`src/rtl/volk_pkg.sv`:
```
// Shared types and helpers for the volume knob controller.
// Assumes rate codes 0..7 map to (code+1)*2.5 Hz.
package volk_pkg;

    typedef enum logic [1:0] {
        VK_IDLE   = 2'd0,
        VK_SETTLE = 2'd1,
        VK_REPEAT = 2'd2
    } vk_state_e;

    // Clock cycles in one period of (code+1)*2.5 Hz.
    function automatic int vk_period(input int clk_hz, input int code);
        return (2 * clk_hz) / (5 * (code + 1));
    endfunction

endpackage

```
`src/rtl/volk_sync.sv`:
```
// Two-stage synchroniser plus new-press detect for W active-low buttons.
// Assumes the button inputs are asynchronous and not yet debounced.
module volk_sync #(
    parameter int W = 2
) (
    input  logic         clk,
    input  logic         rst_n,
    input  logic [W-1:0] btn_n,
    output logic [W-1:0] lvl,
    output logic [W-1:0] press
);
    logic [W-1:0] s1_q, s2_q, s3_q;

    // Shift the raw levels through the sync chain; reset reads released.
    always_ff @(posedge clk) begin
        if (!rst_n) begin
            s1_q <= '1;
            s2_q <= '1;
            s3_q <= '1;
        end else begin
            s1_q <= btn_n;
            s2_q <= s1_q;
            s3_q <= s2_q;
        end
    end

    // Per-button pressed level and released-to-pressed detect.
    for (genvar g = 0; g < W; g++) begin : g_btn
        assign lvl[g]   = ~s2_q[g];
        assign press[g] = ~s2_q[g] & s3_q[g];
    end
endmodule

```
`src/rtl/volk_timer.sv`:
```
// Down-counter for the settling and repeat interval chosen by the rate code.
// Assumes that start reloads it and done reads high once the count reaches zero.
module volk_timer #(
    parameter int CLK_HZ = 4000,
    parameter int CW     = 11
) (
    input  logic       clk,
    input  logic       rst_n,
    input  logic       start,
    input  logic [2:0] rate,
    output logic       done
);
    import volk_pkg::*;

    localparam int NRATE = 8;

    logic [CW-1:0] per_tab [NRATE];
    logic [CW-1:0] cnt_q;

    // Reload values, one for each rate code, computed at elaboration.
    for (genvar g = 0; g < NRATE; g++) begin : g_per
        assign per_tab[g] = CW'(vk_period(CLK_HZ, g) - 1);
    end

    // Load on start, otherwise count down and hold at zero.
    always_ff @(posedge clk) begin
        if (!rst_n)           cnt_q <= '0;
        else if (start)       cnt_q <= per_tab[rate];
        else if (cnt_q != 0)  cnt_q <= cnt_q - 1'b1;
    end

    assign done = (cnt_q == '0);

    // a freshly loaded wait never ends on the very next edge.
    p_no_early_done_r2: assert property (@(posedge clk) disable iff (!rst_n)
        start |=> !done);
endmodule

```
`src/rtl/volk_core.sv`:
```
// Press state machine and volume register with mute, saturation and software write.
// Assumes the levels and the press flag are already synchronised.
module volk_core #(
    parameter int VW = 7
) (
    input  logic          clk,
    input  logic          rst_n,
    input  logic          lvl_up,
    input  logic          lvl_dn,
    input  logic          press_any,
    input  logic          tmr_done,
    input  logic          cfg_cont,
    input  logic          sw_we,
    input  logic [VW-1:0] sw_vol,
    output logic          tmr_start,
    output logic [VW-1:0] vol,
    output logic          muted,
    output logic          evt
);
    import volk_pkg::*;

    localparam logic [VW-1:0] VMAX = '1;

    vk_state_e     state_q, state_d;
    logic          act;
    logic [VW-1:0] vol_q, vol_d, save_q, save_d;
    logic          mut_q, mut_d, evt_q;
    logic          any_held;

    assign any_held = lvl_up | lvl_dn;

    // Next state, timer start and action strobe.
    always_comb begin
        state_d   = state_q;
        tmr_start = 1'b0;
        act       = 1'b0;
        case (state_q)
            VK_IDLE: begin
                if (press_any) begin
                    state_d   = VK_SETTLE;
                    tmr_start = 1'b1;
                end
            end
            VK_SETTLE: begin
                if (tmr_done) begin
                    act = any_held;
                    if (cfg_cont && any_held) begin
                        state_d   = VK_REPEAT;
                        tmr_start = 1'b1;
                    end else begin
                        state_d = VK_IDLE;
                    end
                end
            end
            VK_REPEAT: begin
                if (!any_held) begin
                    state_d = VK_IDLE;
                end else if (tmr_done) begin
                    act       = 1'b1;
                    tmr_start = 1'b1;
                end
            end
            default: state_d = VK_IDLE;
        endcase
    end

    // Next volume, saved value and mute flag.
    always_comb begin
        vol_d  = vol_q;
        save_d = save_q;
        mut_d  = mut_q;
        if (act) begin
            if (mut_q) begin
                vol_d = save_q;
                mut_d = 1'b0;
            end else if (lvl_up && lvl_dn) begin
                save_d = vol_q;
                vol_d  = '0;
                mut_d  = 1'b1;
            end else if (lvl_up) begin
                if (vol_q != VMAX) vol_d = vol_q + 1'b1;
            end else begin
                if (vol_q != '0) vol_d = vol_q - 1'b1;
            end
        end
        if (sw_we) begin
            vol_d = sw_vol;
            mut_d = 1'b0;
        end
    end

    // Register state, volume and the event strobe.
    always_ff @(posedge clk) begin
        if (!rst_n) begin
            state_q <= VK_IDLE;
            vol_q   <= VMAX;
            save_q  <= VMAX;
            mut_q   <= 1'b0;
            evt_q   <= 1'b0;
        end else begin
            state_q <= state_d;
            vol_q   <= vol_d;
            save_q  <= save_d;
            mut_q   <= mut_d;
            evt_q   <= act;
        end
    end

    assign vol   = vol_q;
    assign muted = mut_q;
    assign evt   = evt_q;

    p_evt_after_wait_r3: assert property (@(posedge clk) disable iff (!rst_n)
        evt_q |-> $past(state_q) != VK_IDLE);

    p_mute_reads_zero_r4: assert property (@(posedge clk) disable iff (!rst_n)
        mut_q |-> vol_q == '0);

    p_sat_top_r6: assert property (@(posedge clk) disable iff (!rst_n)
        (act && !mut_q && lvl_up && !lvl_dn && !sw_we && vol_q == VMAX) |=> vol_q == VMAX);

    p_idle_hold_r8: assert property (@(posedge clk) disable iff (!rst_n)
        (state_q == VK_IDLE && !sw_we) |=> ($stable(vol_q) && $stable(mut_q)));
endmodule

```
`src/rtl/volk_gain.sv`:
```
// Effective DAC gain: knob plus DAC code less full scale, floored at zero, in direct mode.
// Assumes code all-ones means 0 dB for both operands.
module volk_gain #(
    parameter int VW = 7
) (
    input  logic          direct,
    input  logic [VW-1:0] knob,
    input  logic [VW-1:0] dac,
    output logic [VW-1:0] gain
);
    localparam logic [VW:0] FULL = {1'b0, {VW{1'b1}}};

    logic [VW:0] sum;
    logic [VW:0] diff;

    // Add the two codes and floor the attenuation sum at code zero.
    always_comb begin
        sum  = {1'b0, knob} + {1'b0, dac};
        diff = (sum > FULL) ? (sum - FULL) : '0;
        gain = direct ? diff[VW-1:0] : dac;
    end

    // combining never raises the gain above the DAC code.
    always_comb begin
        p_gain_floor_r10: assert (!direct || gain <= dac);
    end
endmodule

```
`src/rtl/volknob_ctrl.sv`:
```
// Two-button volume knob controller: synchroniser, interval timer, press FSM, gain combiner.
// Assumes CLK_HZ is large enough that every rate period is at least a few cycles.
module volknob_ctrl #(
    parameter int CLK_HZ = 4000,
    parameter int VW     = 7
) (
    input  logic          clk,
    input  logic          rst_n,
    input  logic          btn_up_n,
    input  logic          btn_dn_n,
    input  logic [2:0]    cfg_rate,
    input  logic          cfg_cont,
    input  logic          cfg_direct,
    input  logic          sw_we,
    input  logic [VW-1:0] sw_vol,
    input  logic [VW-1:0] dac_code,
    output logic [VW-1:0] knob_vol,
    output logic          knob_muted,
    output logic          knob_evt,
    output logic [VW-1:0] dac_gain
);
    localparam int CW = $clog2(2 * CLK_HZ / 5 + 1);

    logic [1:0] lvl, press;
    logic       tmr_start, tmr_done;

    volk_sync #(.W(2)) u_sync (
        .clk   (clk),
        .rst_n (rst_n),
        .btn_n ({btn_up_n, btn_dn_n}),
        .lvl   (lvl),
        .press (press)
    );

    volk_timer #(.CLK_HZ(CLK_HZ), .CW(CW)) u_timer (
        .clk   (clk),
        .rst_n (rst_n),
        .start (tmr_start),
        .rate  (cfg_rate),
        .done  (tmr_done)
    );

    volk_core #(.VW(VW)) u_core (
        .clk       (clk),
        .rst_n     (rst_n),
        .lvl_up    (lvl[1]),
        .lvl_dn    (lvl[0]),
        .press_any (|press),
        .tmr_done  (tmr_done),
        .cfg_cont  (cfg_cont),
        .sw_we     (sw_we),
        .sw_vol    (sw_vol),
        .tmr_start (tmr_start),
        .vol       (knob_vol),
        .muted     (knob_muted),
        .evt       (knob_evt)
    );

    volk_gain #(.VW(VW)) u_gain (
        .direct (cfg_direct),
        .knob   (knob_vol),
        .dac    (dac_code),
        .gain   (dac_gain)
    );
endmodule

```
`config.mk`:
```
export PLATFORM = sky130hd
export DESIGN_NAME = volknob_ctrl
export DESIGN_NICKNAME = d
export VERILOG_FILES = /design/src/rtl/volk_pkg.sv /design/src/rtl/volk_sync.sv /design/src/rtl/volk_timer.sv /design/src/rtl/volk_core.sv /design/src/rtl/volk_gain.sv /design/src/rtl/volknob_ctrl.sv
export SDC_FILE = /design/constraint.sdc
export NUM_CORES = 1
export LEC_CHECK = 0
export BUFFER_PORTS_ARGS = -buffer_cell sky130_fd_sc_hd__buf_2
export CELL_PAD_IN_SITES_DETAIL_PLACEMENT = 1
export CELL_PAD_IN_SITES_GLOBAL_PLACEMENT = 2
export CORE_MARGIN = 3
export CORE_UTILIZATION = 25
export CTS_BUF_LIST = sky130_fd_sc_hd__clkbuf_8
export DETAILED_ROUTE_END_ITERATION = 7
export PLACE_DENSITY_LB_ADDON = 0.1
export SKIP_CTS_REPAIR_TIMING = 1
export SLEW_MARGIN = 30
export SYNTH_ARGS = -nofsm -noshare
export SYNTH_HDL_FRONTEND = slang
export SYNTH_HIERARCHICAL = 1
export SYNTH_SLANG_ARGS = --single-unit
```
`constraint.sdc`:
```
create_clock -name clk -period 2.75 [get_ports clk]
set_clock_uncertainty 0.15 [all_clocks]
set_input_delay 0.55 -clock clk [delete_from_list [all_inputs] [get_ports clk]]
set_output_delay 0.55 -clock clk [all_outputs]
set_load 0.02 [all_outputs]
```
==> results.md, run 1 <==
* Die height at 106.9 um
* Max_cap viols at 0
* Initial core utilization at 25.92%
* Part of the cycle the worst path needs at 115.0%
* Initial antenna violation count at 1
* CP Buf/Inv Count at 2
* GR Util All Layers at 14.33%
* Area contributors post-synth: dfxtp_1 28%, ha_1 11%, inv_1 4.3%
* Final Critical Period at 3163 ps
* Logic pwr share at 47.3%
* Wire per inst at 15.52 um
* Max clock buf depth at 2
* Die ar. at 11,430 um2
* Most frequent CP cell: a211o_1
* Via density at 4.736
* Tot Pwr at 1.977 mW
* Slowest CP cell: a221oi_2
* Sw frac at 37.71%
* Worst path cell trace: buf_2 -> ha_4 -> a211o_1 -> a211o_1 -> a221oi_2 -> nand4_1 -> xor2_1 -> a22oi_2 -> buf_6
* Most area-hungry cell type in the Yosys netlist: dfxtp_1
* Placed cells at 506
* CP delay by family, top: compound AO/OA/AOI/OAI gates
* CP Max Fanout at 2
* Internal at 1.231 mW
* EDFF count, synth at 0
* Synth cell types at 61
* Sequential area share after synthesis at 27.53%
* Clock sink count at 35
* Final Hold Vio Count at 0
* Largest net degree at the start of global routing at 29
* Place WS at -400.0 ps
* Clk pwr share at 19.5%
* Syn avg cell area at 8.317 um2
* Required time worst endpoint at 2050 ps
* Initial DRC count at 57
* CP endpoint kind: primary output
* Post-synth ARST share at 0%
* CP arrival at 2460 ps
* FILL cells at 1,205
* Share of post-route cells with drive strength above 1 at 31.17%
* HPWL after detailed placement at 6152 um
* Syn-to-layout area delta at 34.02%
* Sw Pwr at 745.4 uW
* Fin util at 34.74%
* Vias in the first global route at 2,571
* Row count at 36
* Io pins at 40
* Yosys top cell area share at 27.53%
* TritonCTS Buffers at 5
* Vias at 2,453
* Clock Latency Late Sink at 290 ps
* Worst hold path class: reg -> reg
* Die W at 106.9 um
* Failing checks: setup timing
* Layout Nets at 433
* Diodes inserted at 0
* Post-Syn Nets at 354
* Sequential Power Share at 33.2%
* Cell Pwr Density at 579.5 nW/um2
* First-pass GRT wire length at 12,940 um
* Final setup margin at -413.3 ps
* Grt ovf at 0
* DRT Wirelength at 8037 um
* Flops & latches, synth at 35
* H-tree levels at 2
* Multi-input gate area at 1802 um2
* Crit path kind: in -> out
* Mapped cell area at 2545 um2
* RSZ-0062 raised after global routing: true
* Final Max Tran Viols at 0
* CTS clk-pin slew, worst paths at 70 ps
* Normalized max-slew margin at 65.89%
* Drt pass-1 iters at 4
* Status: complete, but fails checks
* Final Setup Violations at 7
* Worst Max-Slew Pin Slew at 509.8 ps
* Post-synth top flop: dfxtp_1
* Leak Pwr at 1.473 nW
* Sequential cell area at 709.4 um2
* Critical Path Max Stage Delay at 340 ps
* Hold Slack at 259.2 ps
* Number of port buffers at 39
* Startpoint types: primary input
* Mapped Cells at 306
* Worst IR drop on VDD at 0.0002321 V
* TritonCTS clock tree: yes
* Core area at 9819 um2
* RePlAce Congestion at 0.7877
* Root Driver: clkbuf_8
* Maximum clock rate at 316.1 MHz
* ANT nets after route at 0
* Number of remaining DRC errors at 0
* Yosys warnings at 6
* Non-Filler Instances at 518
cell usage in the layout, fill, tap and decap left out, types with 7 or more instances in the layout:
cell type | Yosys | routed
a21oi_1 | 14 | 14
inv_1 | 29 | 29
a221oi_1 | 7 | 7
dfxtp_1 | 35 | 32
nor2_1 | 25 | 25
nor3_1 | 7 | 7
ha_1 | 22 | 19
nand2_1 | 27 | 27
xnor2_1 | 9 | 7
buf_2 | 1 | 35
buf_4 | 1 | 41
mux2i_1 | 8 | 8
nand2b_1 | 12 | 12
o21ai_0 | 7 | 7
cell usage after synthesis, types with 4 or more instances:
library cell  instances
nand3_1               6
o311ai_1              5
a211o_1               4
o22ai_1               8
mux2i_1               8
inv_1                29
clkbuf_1              5
nand2_1              27
nor2b_1               6
xnor2_1               9
o21ai_0               7
ha_1                 22
dfxtp_1              35
a211oi_1              4
nor3_1                7
a221oi_1              7
nor2_1               25
nand2b_1             12
a21oi_1              14
xor2_1                8
state kept, by name, summed over array words and instances, names as in the netlist:
| name | flops |
|---|---|
| u_timer/cnt_q | 11 |
| u_core/save_q | 7 |
| u_core/vol | 7 |
| u_core/state_q | 2 |
| u_sync/s1_q | 2 |
| u_sync/s2_q | 2 |
| u_sync/s3_q | 2 |
| u_core/evt | 1 |
| u_core/muted | 1 |
through the flow:
| stage | TNS (ps) | area [um2] |
|---|---|---|
| final | -1836 | 3411 |
| after global routing | -2635 | 3411 |
| after CTS | -1905 | 3289 |
| after detailed placement | -1750 | 3202 |
| after global placement | -1744 | 3202 |
| after floorplan | -137.8 | 2600 |
logic make-up (layout without fill, tap and decap cells):
group	Yosys count	after routing	synth area share (%)
fa+ha+maj	24	24	12.39
flops	35	35	27.53
compound gates	73	73	21.09
xor+xnor	17	17	5.851
mux	11	11	4.474
simple gates	109	109	22.71
buf+inv	37	116	5.949
metal layers:
layer | track usage, % | up-vias | part of all wire (%)
met4 | 3.014 | 2 | 0.77
met2 | 25.09 | 36 | 48
met3 | 2.830 | 9 | 3.0
li1 | - | 1247 | -
met1 | 18.25 | 1159 | 48
met5 | 0 | - | 0.087
worst paths after layout:
check                    from                to  slack, ps  cells past startpoint
max               dac_code[1]       dac_gain[6]       -410                      9
min reg2reg    u_sync/s1_q[0]    u_sync/s2_q[0]        260                      1
max reg2reg  u_timer/cnt_q[0]  u_timer/cnt_q[3]        210                     10
min            u_sync/s1_q[0]    u_sync/s2_q[0]        260                      1
power groups by stage:
| stage | Clock (mW) | Combinational [mW] | Sequential (mW) |
|---|---|---|---|
| after global placement | 0 | 0.885 | 0.668 |
| after global routing | 0.427 | 1.05 | 0.667 |
| after detailed placement | 0 | 0.893 | 0.669 |
| after floorplan | 0 | 0.582 | 0.667 |
| after CTS | 0.413 | 0.898 | 0.658 |
| final | 0.386 | 0.934 | 0.657 |
final cells by class:
class | count | area share, %
multi-input cells | 234 | 52.82
flip-flops and latches | 35 | 20.80
repair buffers | 80 | 15.74
well taps | 133 | 4.879
inverters | 29 | 3.191
clock buffers | 6 | 2.421
clock inverters | 1 | 0.1467
Power figures use the tool's default switching activity.
==> run 2, diff against run 1 <==
--- a/config.mk
+++ b/config.mk
@@ -13,6 +13,7 @@
 export CTS_BUF_LIST = sky130_fd_sc_hd__clkbuf_8
 export DETAILED_ROUTE_END_ITERATION = 7
 export PLACE_DENSITY_LB_ADDON = 0.1
+export RECOVER_POWER = 50
 export SKIP_CTS_REPAIR_TIMING = 1
 export SLEW_MARGIN = 30
 export SYNTH_ARGS = -nofsm -noshare
==> run 2 against run 1 <==
The flow still finishes with violations (setup timing). Sequential share of layout area rose by 0.20 points. Die area unchanged. Global-route usage did not move. Non-clock buffer count is the same. Worst setup slack unchanged. Combinational power fell by 1%. Via count hardly changed. Power down 0.79%. Utilization shrank 0.33 points. Maximum frequency stayed put. Critical path depth unchanged. Wire length up 0.26%. Critical endpoint unchanged.
==> results.md, run 2 (synthesis results as in run 1) <==
* Vias in the first global route at 2,571 (unchanged)
* CP endpoint kind: primary output (unchanged)
* Final Setup Violations at 20 (was 7)
* HPWL after detailed placement at 6152 um (unchanged)
* Fin util at 34.40% (was 34.74%)
* Multi-input gate area at 1797 um2 (was 1802 um2)
* Grt ovf at 0 (unchanged)
* Row count at 36 (unchanged)
* Die height at 106.9 um (unchanged)
* Max clock buf depth at 2 (unchanged)
* Vias at 2,454 (was 2,453)
* Via density at 4.737 (was 4.736)
* Final Hold Vio Count at 0 (unchanged)
* Place WS at -400.0 ps (unchanged)
* Worst Max-Slew Pin Slew at 1381 ps (was 509.8 ps)
* Share of post-route cells with drive strength above 1 at 27.79% (was 31.17%)
* Final Critical Period at 3163 ps (unchanged)
* Wire per inst at 15.56 um (was 15.52 um)
* Leak Pwr at 1.434 nW (was 1.473 nW)
* Max_cap viols at 0 (unchanged)
* TritonCTS clock tree: yes (unchanged)
* Clock sink count at 35 (unchanged)
* Worst IR drop on VDD at 0.0002429 V (was 0.0002321 V)
* FILL cells at 1,215 (was 1,205)
* Cell Pwr Density at 580.5 nW/um2 (was 579.5 nW/um2)
* Root Driver: clkbuf_8 (unchanged)
* Non-Filler Instances at 518 (unchanged)
* Top reg by flops: u_timer/cnt_q (unchanged)
* Worst path cell trace: buf_2 -> ha_4 -> a211o_1 -> a211o_1 -> a221oi_2 -> nand4_1 -> xor2_1 -> a22oi_2 -> buf_6 (unchanged)
* RePlAce Congestion at 0.7877 (unchanged)
* ANT nets after route at 0 (unchanged)
* Status: complete, but fails checks (unchanged)
* Layout Nets at 433 (unchanged)
* First-pass GRT wire length at 12,940 um (unchanged)
* Die ar. at 11,430 um2 (unchanged)
* Sequential cell area at 709.4 um2 (unchanged)
* Syn-to-layout area delta at 32.74% (was 34.02%)
* GR Util All Layers at 14.33% (unchanged)
* Io pins at 40 (unchanged)
* Initial core utilization at 25.92% (unchanged)
* Drt pass-1 iters at 4 (unchanged)
* Slowest CP cell: a221oi_2 (unchanged)
* Normalized max-slew margin at 7.925% (was 65.89%)
* H-tree levels at 2 (unchanged)
* Failing checks: setup timing (unchanged)
* Startpoint types: primary input (unchanged)
* Most frequent cells in the layout: 36 x buf_4, 32 x dfxtp_1, 29 x inv_1, 28 x buf_2, 27 x nand2_1 (was 41 x buf_4, 35 x buf_2, 32 x dfxtp_1, 29 x inv_1, 27 x nand2_1)
* Part of the cycle the worst path needs at 115.0% (unchanged)
* Critical Path Max Stage Delay at 340 ps (about the same)
* Max reg flops at 11 (unchanged)
* Core area at 9819 um2 (unchanged)
* CTS clk-pin slew, worst paths at 70 ps (about the same)
* Commonest non-fill, non-tap cell in the layout: buf_4 (unchanged)
* Crit path kind: in -> out (unchanged)
* Initial antenna violation count at 1 (unchanged)
* Number of remaining DRC errors at 0 (unchanged)
* Number of port buffers at 39 (unchanged)
* RSZ-0062 raised after global routing: true (unchanged)
* TritonCTS Buffers at 5 (unchanged)
* Worst hold path class: reg -> reg (unchanged)
* Maximum clock rate at 316.1 MHz (unchanged)
* CP Max Fanout at 2 (unchanged)
* Placed cells at 506 (unchanged)
* Required time worst endpoint at 2050 ps (about the same)
* Largest net degree at the start of global routing at 29 (unchanged)
* Clock Latency Late Sink at 290 ps (about the same)
* CP arrival at 2460 ps (about the same)
* Die W at 106.9 um (unchanged)
* Final Max Tran Viols at 0 (unchanged)
* Final setup margin at -413.3 ps (unchanged)
* Diodes inserted at 0 (unchanged)
* Initial DRC count at 63 (was 57)
* DRT Wirelength at 8058 um (was 8037 um)
* Most frequent CP cell: a211o_1 (unchanged)
## run 2: cell types whose count changed in the layout (fill, tap and decap cells not counted)
cell / before / now
clkbuf_1: 0 / 12
nor3b_1: 1 / 2
buf_2: 35 / 28
nor3b_2: 1 / 0
buf_4: 41 / 36
## run 2: final cells by class
class,instances,area share (%)
inverter,29,3.222
tap,133,4.926
multi-input combinational,234,53.19
clock buffer,6,2.444
clock inverter,1,0.1481
timing repair buffer,80,15.07
sequential,35,21.00
## run 2: metrics by stage
step | power [mW] | setup TNS (ps) | hold WS (ps) | cell area [um2]
2_1_floorplan | 1.248 | -137.8 | 236.3 | 2600
3_3_place_gp | 1.553 | -1744 | 246.9 | 3202
3_5_place_dp | 1.562 | -1750 | 246.3 | 3202
4_1_cts | 1.970 | -1905 | 263.9 | 3289
5_1_grt | 2.124 | -7839 | 271.2 | 3378
6_report | 1.961 | -2828 | 259.2 | 3378
## run 2: power by group
group | switching, mW | internal, mW | leakage (nW)
combinational | 0.482 | 0.438 | 1.10
sequential | 0.0729 | 0.582 | 0.288
clock | 0.189 | 0.197 | 0.0470
## run 2: worst max-delay path, delay by kind of cell
family	cells	cell delay, ps
AOI/OAI and AO/OA	4	1080
buffers and inverters	2	260
adders and majority gates	1	200
xor gates and xnor gates	1	180
and+or+nand+nor	1	180
## run 2: routing by layer
metal / track usage [%] / vias up / wire, um
met5: 0 / - / 7
met4: 3.014 / 2 / 62
met1: 18.25 / 1164 / 3886
li1: - / 1247 / -
met2: 25.09 / 32 / 3885
met3: 2.830 / 9 / 216
## run 2: path summary, 6_finish.rpt
kind                                       start              to  slack [ps]  cells after the start
worst max-delay path                 dac_code[1]     dac_gain[6]        -410                      9
worst min-delay path              u_sync/s1_q[0]  u_sync/s2_q[0]         260                      1
worst max register to register  u_timer/cnt_q[0]   u_core/vol[1]        -190                      9
worst min register to register    u_sync/s1_q[0]  u_sync/s2_q[0]         260                      1
==> run 3, diff against run 2 <==
--- a/config.mk
+++ b/config.mk
@@ -9,7 +9,7 @@
 export CELL_PAD_IN_SITES_DETAIL_PLACEMENT = 1
 export CELL_PAD_IN_SITES_GLOBAL_PLACEMENT = 2
 export CORE_MARGIN = 3
-export CORE_UTILIZATION = 25
+export CORE_UTILIZATION = 32
 export CTS_BUF_LIST = sky130_fd_sc_hd__clkbuf_8
 export DETAILED_ROUTE_END_ITERATION = 7
 export PLACE_DENSITY_LB_ADDON = 0.1
==> run 3 against run 2 <==
First-iteration DRC count is 48% higher. Largest power group unchanged. Utilization is 10 points higher. Largest cell class unchanged. Critical path depth is 1 lower. The run still ends with setup timing left. Final cell count is 7.9% lower. Sequential share of layout area is 0.17 points higher. Global-route usage is 3.2 points higher.
==> results.md, run 3 (synthesis results as in run 1) <==
* Required time worst endpoint at 2050 ps (about the same)
* Reg-to-reg slack, setup at -80 ps (was -190 ps)
* Critical Path Max Stage Delay at 370 ps (was 340 ps)
* Syn-to-layout area delta at 31.42% (was 32.74%)
* Initial DRC count at 93 (was 63)
* Largest net degree at the start of global routing at 21 (was 29)
* CP Max Fanout at 3 (was 2)
* RSZ-0062 raised after global routing: true (unchanged)
* Die height at 95.18 um (was 106.9 um)
* Non-Filler Instances at 477 (was 518)
* Leak Pwr at 1.418 nW (was 1.434 nW)
* Root Driver: clkbuf_8 (unchanged)
* Share of post-route cells with drive strength above 1 at 28.57% (was 27.79%)
* Reg-to-Reg Start: u_timer/cnt_q[0] (unchanged)
* H-tree levels at 2 (unchanged)
* Part of the cycle the worst path needs at 113.8% (was 115.0%)
* Crit path kind: reg -> out (was in -> out)
* Commonest non-fill, non-tap cell in the layout: dfxtp_1 (was buf_4)
* Final Critical Period at 3129 ps (was 3163 ps)
* Hold Slack at 266.4 ps (was 259.2 ps)
* RePlAce Congestion at 0.7458 (was 0.7877)
* GR Util All Layers at 17.49% (was 14.33%)
* Sequential Power Share at 31.8% (was 33.4%)
* Diodes inserted at 0 (unchanged)
* Slowest CP cell: dfxtp_4 (was a221oi_2)
* Vias at 2,466 (was 2,454)
* Io pins at 40 (unchanged)
* Worst path cell trace: ha_4 -> a211o_1 -> a211o_1 -> a221oi_2 -> nand4_1 -> xor2_1 -> a22oi_2 -> buf_6 (was buf_2 -> ha_4 -> a211o_1 -> a211o_1 -> a221oi_2 -> nand4_1 -> xor2_1 -> a22oi_2 -> buf_6)
* Clock sink count at 35 (unchanged)
* Final Max Tran Viols at 0 (unchanged)
* Sw Pwr at 758.5 uW (was 744.1 uW)
* Status: complete, but fails checks (unchanged)
* Clock Latency Late Sink at 290 ps (about the same)
* Most frequent cells in the layout: 33 x dfxtp_1, 30 x buf_4, 26 x inv_1, 26 x nand2_1, 24 x nor2_1 (was 36 x buf_4, 32 x dfxtp_1, 29 x inv_1, 28 x buf_2, 27 x nand2_1)
* Worst Max-Slew Pin Slew at 940.9 ps (was 1381 ps)
* Final instance area at 3344 um2 (was 3378 um2)
* DP Area at 3102 um2 (was 3202 um2)
* Logic pwr share at 44.5% (was 46.9%)
* Worst hold path class: reg -> reg (unchanged)
* Startpoint types: register (was primary input)
* DRT Wirelength at 7587 um (was 8058 um)
* Number of remaining DRC errors at 0 (unchanged)
* Max_cap viols at 0 (unchanged)
* Top reg by flops: u_timer/cnt_q (unchanged)
* Failing checks: setup timing (unchanged)
* Critical path destination: dac_gain[6] (unchanged)
* First-pass GRT wire length at 12,500 um (was 12,940 um)
* CTS clk-pin slew, worst paths at 80 ps (was 70 ps)
* CP Buf/Inv Count at 1 (was 2)
* Core area at 7486 um2 (was 9819 um2)
* CP endpoint kind: primary output (unchanged)
* Drt pass-1 iters at 4 (unchanged)
* Final Hold Vio Count at 0 (unchanged)
* Initial antenna violation count at 0 (was 1)
* Grt ovf at 0 (unchanged)
* Placed cells at 466 (was 506)
* Final Setup Violations at 13 (was 20)
* Clk pwr share at 23.7% (was 19.7%)
* Setup TNS at -2751 ps (was -2828 ps)
* Vias in the first global route at 2,516 (was 2,571)
* Worst IR drop on VDD at 0.0002311 V (was 0.0002429 V)
* Row count at 31 (was 36)
* Cell Pwr Density at 621.0 nW/um2 (was 580.5 nW/um2)
* Maximum clock rate at 319.6 MHz (was 316.1 MHz)
* TritonCTS clock tree: yes (unchanged)
* Critical path depth at 8 (was 9)
* Via density at 5.170 (was 4.737)
* TritonCTS Buffers at 5 (unchanged)
* Number of port buffers at 39 (unchanged)
* Tot Pwr at 2.077 mW (was 1.961 mW)
* Wire per inst at 15.91 um (was 15.56 um)
* Layout Nets at 425 (was 433)
* Fin util at 44.68% (was 34.40%)
* CP arrival at 2430 ps (was 2460 ps)
* Most frequent CP cell: a211o_1 (unchanged)
* HPWL after detailed placement at 5877 um (was 6152 um)
* R2R Path End: u_core/save_q[6] (was u_core/vol[1])
* Place WS at -387.5 ps (was -400.0 ps)
* Max reg flops at 11 (unchanged)
* Die ar. at 9059 um2 (was 11,430 um2)
* Final setup margin at -379.2 ps (was -413.3 ps)
* CP delay by family, top: compound AO/OA/AOI/OAI gates (unchanged)
* Worst Setup SP: u_core/vol[1] (was dac_code[1])
* Initial core utilization at 34.00% (was 25.92%)
* ANT nets after route at 0 (unchanged)
* Sw frac at 36.52% (was 37.94%)
* Internal at 1.319 mW (was 1.217 mW)
* Max clock buf depth at 2 (unchanged)
* R2R cell count at 9 (unchanged)
* Normalized max-slew margin at 37.27% (was 7.925%)
* Die W at 95.18 um (was 106.9 um)
[run 3: worst min-delay path by stage]
| stage | start | end | slack (ps) | cells past startpoint |
|---|---|---|---|---|
| 6_report | u_sync/s1_q[0] | u_sync/s2_q[0] | 270 | 1 |
| 5_1_grt | btn_up_n | u_sync/s1_q[1] | 280 | 2 |
| 4_1_cts | u_sync/s1_q[1] | u_sync/s2_q[1] | 270 | 1 |
| 3_5_place_dp | u_sync/s1_q[1] | u_sync/s2_q[1] | 250 | 1 |
| 3_3_place_gp | u_sync/s1_q[1] | u_sync/s2_q[1] | 240 | 1 |
| 2_1_floorplan | u_sync/s1_q[0] | u_sync/s2_q[0] | 240 | 1 |
[run 3: cell type report]
cell class | count | area, um2
Tap cell | 99 | 123.9
Clock buffer | 6 | 82.58
Multi-Input combinational cell | 234 | 1813
Fill cell | 916 | 4141
Sequential cell | 35 | 708.2
Timing Repair Buffer | 72 | 473.0
Inverter | 29 | 108.9
Clock inverter | 2 | 35.03
[run 3: per-layer routing]
layer | part of all wire, % | vias to the layer above | track usage (%) | wire, um
met3 | 2.3 | 5 | 1.657 | 175
met5 | 0 | - | 0 | 0
li1 | - | 1238 | - | -
met1 | 51 | 1190 | 25.61 | 3875
met4 | 0.95 | 0 | 4.327 | 72
met2 | 46 | 33 | 27.46 | 3464
[run 3: power groups by stage]
stage / Sequential, mW / Combinational [mW] / Clock (mW)
2_1_floorplan: 0.667 / 0.582 / 0
4_1_cts: 0.664 / 0.866 / 0.510
5_1_grt: 0.674 / 1.03 / 0.534
6_report: 0.660 / 0.925 / 0.492
3_3_place_gp: 0.669 / 0.852 / 0
3_5_place_dp: 0.676 / 0.861 / 0
